File: src/rtl/alu16_pkg.sv
package alu16_pkg;

  typedef enum logic [3:0] {
    TERM_A,
    TERM_B,
    TERM_NB,
    TERM_A_AND_NB,
    TERM_A_AND_B,
    TERM_A_OR_NB,
    TERM_A_OR_B,
    TERM_ZERO,
    TERM_ONES
  } term_sel_e;

  typedef struct packed {
    term_sel_e x;
    term_sel_e y;
  } term_pair_t;

  // Term table: odd codes are X^Y, even codes are X+Y+cin.
  function automatic term_pair_t decode_terms(input logic [4:0] code);
    term_pair_t p;
    unique case (code)
      5'o00: p = '{TERM_A,        TERM_ZERO};
      5'o01: p = '{TERM_A,        TERM_ONES};
      5'o02: p = '{TERM_A,        TERM_A_AND_NB};
      5'o03: p = '{TERM_A_AND_B,  TERM_ONES};
      5'o04: p = '{TERM_A,        TERM_A_AND_B};
      5'o05: p = '{TERM_A_AND_NB, TERM_ONES};
      5'o06: p = '{TERM_A,        TERM_A};
      5'o07: p = '{TERM_ZERO,     TERM_ONES};
      5'o10: p = '{TERM_A_OR_B,   TERM_ZERO};
      5'o11: p = '{TERM_A_OR_B,   TERM_ONES};
      5'o12: p = '{TERM_A_OR_B,   TERM_A_AND_NB};
      5'o13: p = '{TERM_B,        TERM_ONES};
      5'o14: p = '{TERM_A,        TERM_B};
      5'o15: p = '{TERM_A,        TERM_NB};
      5'o16: p = '{TERM_A,        TERM_A_OR_B};
      5'o17: p = '{TERM_A_OR_NB,  TERM_ZERO};
      5'o20: p = '{TERM_A_OR_NB,  TERM_ZERO};
      5'o21: p = '{TERM_A_OR_NB,  TERM_ONES};
      5'o22: p = '{TERM_A,        TERM_NB};
      5'o23: p = '{TERM_A,        TERM_B};
      5'o24: p = '{TERM_A_OR_NB,  TERM_A_AND_B};
      5'o25: p = '{TERM_B,        TERM_ZERO};
      5'o26: p = '{TERM_A,        TERM_A_OR_NB};
      5'o27: p = '{TERM_A_OR_B,   TERM_ZERO};
      5'o30: p = '{TERM_ONES,     TERM_ZERO};
      5'o31: p = '{TERM_ZERO,     TERM_ZERO};
      5'o32: p = '{TERM_A_AND_NB, TERM_ONES};
      5'o33: p = '{TERM_A_AND_NB, TERM_ZERO};
      5'o34: p = '{TERM_A_AND_B,  TERM_ONES};
      5'o35: p = '{TERM_A_AND_B,  TERM_ZERO};
      5'o36: p = '{TERM_A,        TERM_ONES};
      default: p = '{TERM_A,      TERM_ZERO};
    endcase
    return p;
  endfunction

endpackage

File: src/rtl/alu16_terms.sv
module alu16_terms
  import alu16_pkg::*;
#(
  parameter int WIDTH  = 16,
  parameter int FUNC_W = 5
) (
  input  logic [WIDTH-1:0]  a_i,
  input  logic [WIDTH-1:0]  b_i,
  input  logic [FUNC_W-1:0] func_i,
  output logic [WIDTH-1:0]  x_o,
  output logic [WIDTH-1:0]  y_o,
  output logic              arith_o
);

  localparam int NUM_TERMS = 9;

  logic [WIDTH-1:0] term_val [NUM_TERMS];
  term_pair_t       sel;

  always_comb begin
    term_val[TERM_A]        = a_i;
    term_val[TERM_B]        = b_i;
    term_val[TERM_NB]       = ~b_i;
    term_val[TERM_A_AND_NB] = a_i & ~b_i;
    term_val[TERM_A_AND_B]  = a_i & b_i;
    term_val[TERM_A_OR_NB]  = a_i | ~b_i;
    term_val[TERM_A_OR_B]   = a_i | b_i;
    term_val[TERM_ZERO]     = '0;
    term_val[TERM_ONES]     = '1;
  end

  always_comb begin
    sel     = decode_terms(func_i[4:0]);
    x_o     = term_val[sel.x];
    y_o     = term_val[sel.y];
    arith_o = ~func_i[0];
  end

endmodule

File: src/rtl/alu16_split_adder.sv
module alu16_split_adder #(
  parameter int WIDTH = 16,
  parameter int LOW_W = 4
) (
  input  logic [WIDTH-1:0] x_i,
  input  logic [WIDTH-1:0] y_i,
  input  logic             cin_i,
  input  logic             nib_force_i,
  output logic [WIDTH-1:0] sum_o,
  output logic             cout_o
);

  localparam int HI_W = WIDTH - LOW_W;

  logic [LOW_W:0] low_sum;
  logic           nib_carry;
  logic [HI_W:0]  hi_sum;

  always_comb begin
    low_sum   = {1'b0, x_i[LOW_W-1:0]} + {1'b0, y_i[LOW_W-1:0]}
              + {{LOW_W{1'b0}}, cin_i};
    nib_carry = low_sum[LOW_W] | nib_force_i;
    hi_sum    = {1'b0, x_i[WIDTH-1:LOW_W]} + {1'b0, y_i[WIDTH-1:LOW_W]}
              + {{HI_W{1'b0}}, nib_carry};
    sum_o     = {hi_sum[HI_W-1:0], low_sum[LOW_W-1:0]};
    cout_o    = hi_sum[HI_W];
  end


  always_comb begin
    if (!nib_force_i && !cin_i && (x_i[LOW_W-1:0] == '0))
      nib_natural_chk: assert (sum_o[LOW_W-1:0] == y_i[LOW_W-1:0]);
  end

endmodule

File: src/rtl/alu16_flags.sv
module alu16_flags (
  input  logic func_msb_i,
  input  logic a_msb_i,
  input  logic b_msb_i,
  input  logic sum_msb_i,
  input  logic carry_i,
  input  logic arith_i,
  output logic cout_o,
  output logic ovf_o
);

  always_comb begin
    cout_o = arith_i & carry_i;
    ovf_o  = arith_i & (func_msb_i ^ a_msb_i ^ b_msb_i ^ sum_msb_i ^ carry_i);
  end

endmodule

File: src/rtl/alu16_fsel.sv
module alu16_fsel
  import alu16_pkg::*;
#(
  parameter int WIDTH  = 16,
  parameter int LOW_W  = 4,
  parameter int FUNC_W = 5
) (
  input  logic [WIDTH-1:0]  a_i,
  input  logic [WIDTH-1:0]  b_i,
  input  logic [FUNC_W-1:0] func_i,
  input  logic              cin_i,
  input  logic              nib_force_i,
  output logic [WIDTH-1:0]  result_o,
  output logic              cout_o,
  output logic              ovf_o,
  output logic              arith_o
);

  localparam int MSB = WIDTH - 1;

  logic [WIDTH-1:0] x_term, y_term, sum;
  logic             sum_carry, arith;

  alu16_terms #(.WIDTH(WIDTH), .FUNC_W(FUNC_W)) u_terms (
    .a_i     (a_i),
    .b_i     (b_i),
    .func_i  (func_i),
    .x_o     (x_term),
    .y_o     (y_term),
    .arith_o (arith)
  );

  alu16_split_adder #(.WIDTH(WIDTH), .LOW_W(LOW_W)) u_adder (
    .x_i         (x_term),
    .y_i         (y_term),
    .cin_i       (cin_i),
    .nib_force_i (nib_force_i),
    .sum_o       (sum),
    .cout_o      (sum_carry)
  );

  alu16_flags u_flags (
    .func_msb_i (func_i[FUNC_W-1]),
    .a_msb_i    (a_i[MSB]),
    .b_msb_i    (b_i[MSB]),
    .sum_msb_i  (sum[MSB]),
    .carry_i    (sum_carry),
    .arith_i    (arith),
    .cout_o     (cout_o),
    .ovf_o      (ovf_o)
  );

  always_comb begin
    result_o = arith ? sum : (x_term ^ y_term);
    arith_o  = arith;
  end

  always_comb begin

    arith_parity_chk: assert (arith_o != func_i[0]);

    if (!arith_o) logic_flags_zero_chk: assert (!cout_o && !ovf_o);

    if (func_i == 5'o14 && !nib_force_i)
      add_carry_chk: assert ({cout_o, result_o} ==
                             ({1'b0, a_i} + {1'b0, b_i} + {{WIDTH{1'b0}}, cin_i}));

    if (func_i == 5'o14)
      add_overflow_chk: assert (ovf_o ==
                                ((a_i[MSB] == b_i[MSB]) && (result_o[MSB] != a_i[MSB])));

    if (arith_o && nib_force_i)
      force_upper_chk: assert (result_o[MSB:LOW_W] ==
                               x_term[MSB:LOW_W] + y_term[MSB:LOW_W] + 1'b1);
  end

endmodule

File: config.mk
export PLATFORM = sky130hd
export DESIGN_NAME = alu16_fsel
export DESIGN_NICKNAME = d
export VERILOG_FILES = /design/src/rtl/alu16_pkg.sv /design/src/rtl/alu16_terms.sv /design/src/rtl/alu16_split_adder.sv /design/src/rtl/alu16_flags.sv /design/src/rtl/alu16_fsel.sv
export SDC_FILE = /design/constraint.sdc
export NUM_CORES = 1
export LEC_CHECK = 0
export BUFFER_PORTS_ARGS = -buffer_cell sky130_fd_sc_hd__buf_2
export CAP_MARGIN = 20
export CORE_UTILIZATION = 35
export DETAILED_ROUTE_END_ITERATION = 16
export GPL_ROUTABILITY_DRIVEN = 0
export GPL_TIMING_DRIVEN = 0
export SETUP_SLACK_MARGIN = 0.02
export SLEW_MARGIN = 20
export SYNTH_ARGS = -nofsm -noshare
export SYNTH_HDL_FRONTEND = slang
export SYNTH_SLANG_ARGS = --single-unit
File: constraint.sdc
create_clock -name vclk -period 9.2
set_clock_uncertainty 0.15 [all_clocks]
set_input_delay 0.92 -clock vclk [all_inputs]
set_output_delay 0.92 -clock vclk [all_outputs]
set_load 0.005 [all_outputs]
After elaboration in Yosys (flattened, before gate mapping)

Memories as Yosys holds them, arrays and structs flattened.
Cells that the tools add are included.
Widths: inputs -> output; s select.

Add/sub/neg operators: 4
$lt $le $gt $ge: 2
Bitwise operators: 16
Muxes and demuxes: 7

Operator list:

| operator           | count |
|---|---|
| $bmux 16 s4        | 2 |
| $mux 16            | 5 |
| $and 16x16->16     | 2 |
| $or 16x16->16      | 2 |
| $not 16->16        | 1 |
| $xor 16x16->16     | 1 |
| $add 12x12->13     | 1 |
| $add 13x1->13      | 1 |
| $ge 5x5->1 const B | 2 |
| $not 4->5          | 2 |
| $add 4x4->5        | 1 |
| $add 5x1->5        | 1 |
| $xor 1x1->1        | 4 |
| $and 1x1->1        | 2 |
| $not 1->1          | 1 |
| $or 1x1->1         | 1 |

Register bits: 0
Memory bits (read-only): 256
Memories kept: 1
Word-level logic and storage cells: 30
Output and inout port bits: 19
Input bits: 39

Memories:

| memory          | words | bits a word | rd ports | clocked after Yosys merged registers in | write ports | line            | text |
|---|---|---|---|---|---|---|---|
| (no name shown) | 32    | 8           | 1        | 0                                       | 0           | alu16_pkg.sv:23 | `unique case (code)` |

Longest topological paths before layout

Depth after elaboration: 12
Mapped depth: 24
Depth with buffers taken out: 21

Hierarchy

A second synthesis with hierarchy kept.

Cells, all modules: 565
Area, all modules: 3907.5 µm²

Modules (own cells, without submodules):

| module            | cells each | instances | area an instance (µm²) | seq. area each (µm²) |
|---|---|---|---|---|
| alu16_terms       | 410        | 1         | 2748.9                 | 0.0 |
| alu16_split_adder | 99         | 1         | 775.7                  | 0.0 |
| alu16_fsel        | 51         | 1         | 329.1                  | 0.0 |
| alu16_flags       | 5          | 1         | 53.8                   | 0.0 |

Worst setup path after synthesis

Ideal clock, no wire load.

Path type: input-to-output
Start point: input func_i[0]
End point: output ovf_o
Required time: 8.130 ns
Cell stages on the path: 22
Path buffers: 1
Arrival time: 5.542 ns
Setup slack: 2.588 ns
Cells stage by stage: clkinv_1 ha_1 nand2b_4 a311oi_2 a31oi_4 nor4_4 buf_4 nor3_1 a22o_1 fa_1 inv_1 fa_1 a21o_1 a211oi_1 fa_1 fa_1 nor2b_1 o211ai_1 a211oi_1 o41ai_1 nor4_1 nor3_1

Word-level cells in the longest chain between the ends: 12
Elaborated cells between the ends (all ways): 18
Those cells by class: add/sub: 4; mux: 6; bitwise: 7; memory: 1

Ends and longest elaborated chain:

| element                                 | line                                 | text |
|---|---|---|
| start: declaration                      | alu16_fsel.sv:10                     | `input logic [FUNC_W-1:0] func_i,` |
| $mem_v2 32x8                            | -                                    |  |
| $not 4->5 (on tied branches)            | alu16_terms.sv:34, alu16_terms.sv:35 |  |
| $bmux 16 s4 (on tied branches)          | alu16_terms.sv:34, alu16_terms.sv:35 |  |
| $mux 16 (on tied branches) (2 in a row) | alu16_terms.sv:34, alu16_terms.sv:35 |  |
| $add 4x4->5                             | alu16_split_adder.sv:20              | `low_sum = {1'b0, x_i[LOW_W-1:0]} + {1'b0, y_i[LOW_W-1:0]}` |
| $add 5x1->5                             | alu16_split_adder.sv:21              | `+ {{LOW_W{1'b0}}, cin_i};` |
| $or 1x1->1                              | alu16_split_adder.sv:22              | `nib_carry = low_sum[LOW_W] \| nib_force_i;` |
| $add 13x1->13                           | alu16_split_adder.sv:24              | `+ {{HI_W{1'b0}}, nib_carry};` |
| $xor 1x1->1 (2 in a row)                | alu16_flags.sv:14                    | `ovf_o = arith_i & (func_msb_i ^ a_msb_i ^ b_msb_i ^ sum_msb_i ^ carry_i);` |
| $and 1x1->1 *                           | alu16_flags.sv:14                    |  |
| end: declaration                        | alu16_fsel.sv:15                     | `output logic ovf_o,` |

Every way passes the cells marked *; elsewhere a longest branch is shown, timed or not. The select of a mux whose other input is x is not followed.

Worst setup path in the final report

Ends and elaborated chain as after synthesis.

==> metrics <==
outcome=complete, no violations; area leader, netlist=ha_1; area grow syn2layout=12.5%; Final Cell Area=0.00402 sq mm; via count=4,600; global route overflow=0; Ant. Diodes=0; xor/xnor share of the synthesized area=0.0343; Leakage=1.68 nW; Rows=36; first-pass iteration count of the detailed router=5; Avg Inst Size Synth=6.87 sq um; die height=103 um; mux cell area share after synthesis=0.0665; CP max stage delay=0.61 ns; per-cell routed wire length=19.4 um; Total Wirelength=13,800 um; post-synthesis compound-gate area fraction=0.470; Hold Path Sink=result_o[0]; Die X=103 um; Ports=58; Cell variety after synth=71; Post-Syn Instances=520; final hold vios=0; commonest cells after routing, fill and taps aside=buf_2 (72), a21oi_1 (49), o21ai_0 (46); residual DRC count=0; I/O Buffers=56; largest net degree at the start of global routing=15; pwr dens=107 mW/mm^2; final net count=646; # setup viols final=0; VDD IR max=0.0396 mV; Worst path slowest cell=a211oi_1; initial antenna violation count=0; YS warnings=0; number of antenna-violating nets in the routed design=0; Post-Syn Area=0.00357 sq mm; vias in the first global route=4,281; Starting Density=0.364; Vias per Instance=6.49; Post-DP Area=0.00402 sq mm; # Post-CTS Setup Buffers=0; area share of and/or/nand/nor cells after synthesis=0.201; RSZ-0062 raised after global routing=false; Critical Path Source Type=primary input; core region area=0.00982 sq mm; hold buffer count at cts=0; Post-DP HPWL=10,200 um; FF+latch count=0; sequential share of the synthesized area=0; endpoint class of the critical path=output port; syn_nets=588; commonest non-fill, non-tap cell in the layout=buf_2; Reg area=0 sq um; Hold Crit Class=primary input to output port; fraction of layout cells with a size suffix above 1=0.186; CP cell instances=buf_2 -> clkinv_1 -> ha_1 -> nor3b_1 -> a211oi_2 -> o21ai_2 -> buf_2 -> clkbuf_1 -> a21oi_1 -> o21ai_0 -> nand3_1 -> fa_1 -> a21o_1 -> a211oi_1 -> fa_1 -> fa_1 -> nor2b_1 -> o211ai_1 -> a211oi_1 -> o41ai_1 -> nor4_1 -> nor3_1 -> buf_2; DRT iter0 DRCs=639; critical setup path kind=primary input to output port; GRT Util Overall=0.256; first-pass GRT wire length=21,800 um; dominant combinational cell family by area after synthesis=compound AO/OA/AOI/OAI gates; CP arrival=7.50 ns; worst-path fanout max=14; quantity of gates resized following cts=0; FMAX=117 MHz; worst-margin pin slew=0.818 ns; min cycle time layout=8.57 ns; Max-cap violations=0; top-area cell type share of the netlist area=0.0876; Setup TNS Final=0 ns; top post-synthesis cells by area=ha_1 (8.8%), a21oi_1 (6.9%), a211oi_1 (6.5%); die area=0.0106 sq mm; clkbuf count=0; Max Slew Vio Count=0; HP Start=cin_i; hold path depth=5; worst path required time=8.13 ns; fin crit share=0.931; max_slew headroom=0.448; Synth Area in Adders=0.110
[critical path: cells and delay by family]
family | cells | cell delay [ns]
AOI/OAI and AO/OA | 9 | 2.56
adders and majority gates | 4 | 1.59
buffers and inverters | 5 | 1.60
and+or+nand+nor | 5 | 0.82
[stage by stage]
stage	hold WS, ns	std cells	total power [mW]	utilization	setup slack, ns
floorplan	1.84	520	0.295	-	2.59
global route	2.30	709	0.474	0.409	0.248
CTS	2.23	709	0.422	0.409	0.694
detailed placement	2.23	709	0.420	0.409	0.723
global placement	2.22	709	0.410	0.409	0.803
finish	2.22	709	0.429	0.409	0.631
[per-layer routing]
| layer | global-route usage | vias to the layer above | part of all wire |
|---|---|---|---|
| met1 | 0.357 | 2165 | 0.44 |
| met3 | 0.0176 | 28 | 0.084 |
| met5 | 0 | - | 0 |
| li1 | - | 2141 | - |
| met2 | 0.425 | 266 | 0.46 |
| met4 | 0.0704 | 0 | 0.021 |
[cell usage after synthesis, drive strengths merged, types with 11 or more instances]
cell type  count
a21oi         52
o21ai         49
inv           38
a211oi        32
buf           27
ha            25
nor3          25
nor2          24
a31oi         22
clkbuf        21
o211ai        20
nor4          19
nand3         18
mux2i         17
a22oi         14
a32oi         13
nand2         11
[power by group]
group	internal (mW)	total, mW	switching [mW]
clock	0	0	0
combinational	0.174	0.429	0.255
sequential	0	0	0
total	0.174	0.429	0.255
[kinds of logic (layout without fill, tap and decap cells)]
group / count (synthesis) / after routing
AO/OA/AOI/OAI: 241 / 241
AND/OR/NAND/NOR: 128 / 128
buffers and inverters: 87 / 143
adder cells (fa/ha/maj): 29 / 29
multiplexers: 21 / 21
XOR/XNOR: 14 / 14
[cell type report]
class | instances | area [sq um]
Tap cell | 133 | 166
Inverter | 39 | 146
Multi-Input combinational cell | 433 | 3150
Timing Repair Buffer | 56 | 280
Fill cell | 1084 | 5800
Buffer | 48 | 277
[worst max-delay path by stage]
| stage | from | end | depth (start not counted) |
|---|---|---|---|
| 5_1_grt | func_i[0] | ovf_o | 23 |
| 6_report | func_i[0] | ovf_o | 23 |
| 4_1_cts | func_i[0] | ovf_o | 23 |
| 3_5_place_dp | func_i[0] | ovf_o | 23 |
| 2_1_floorplan | func_i[0] | ovf_o | 22 |
| 3_3_place_gp | func_i[0] | ovf_o | 23 |
Power figures use the tool's default switching activity.
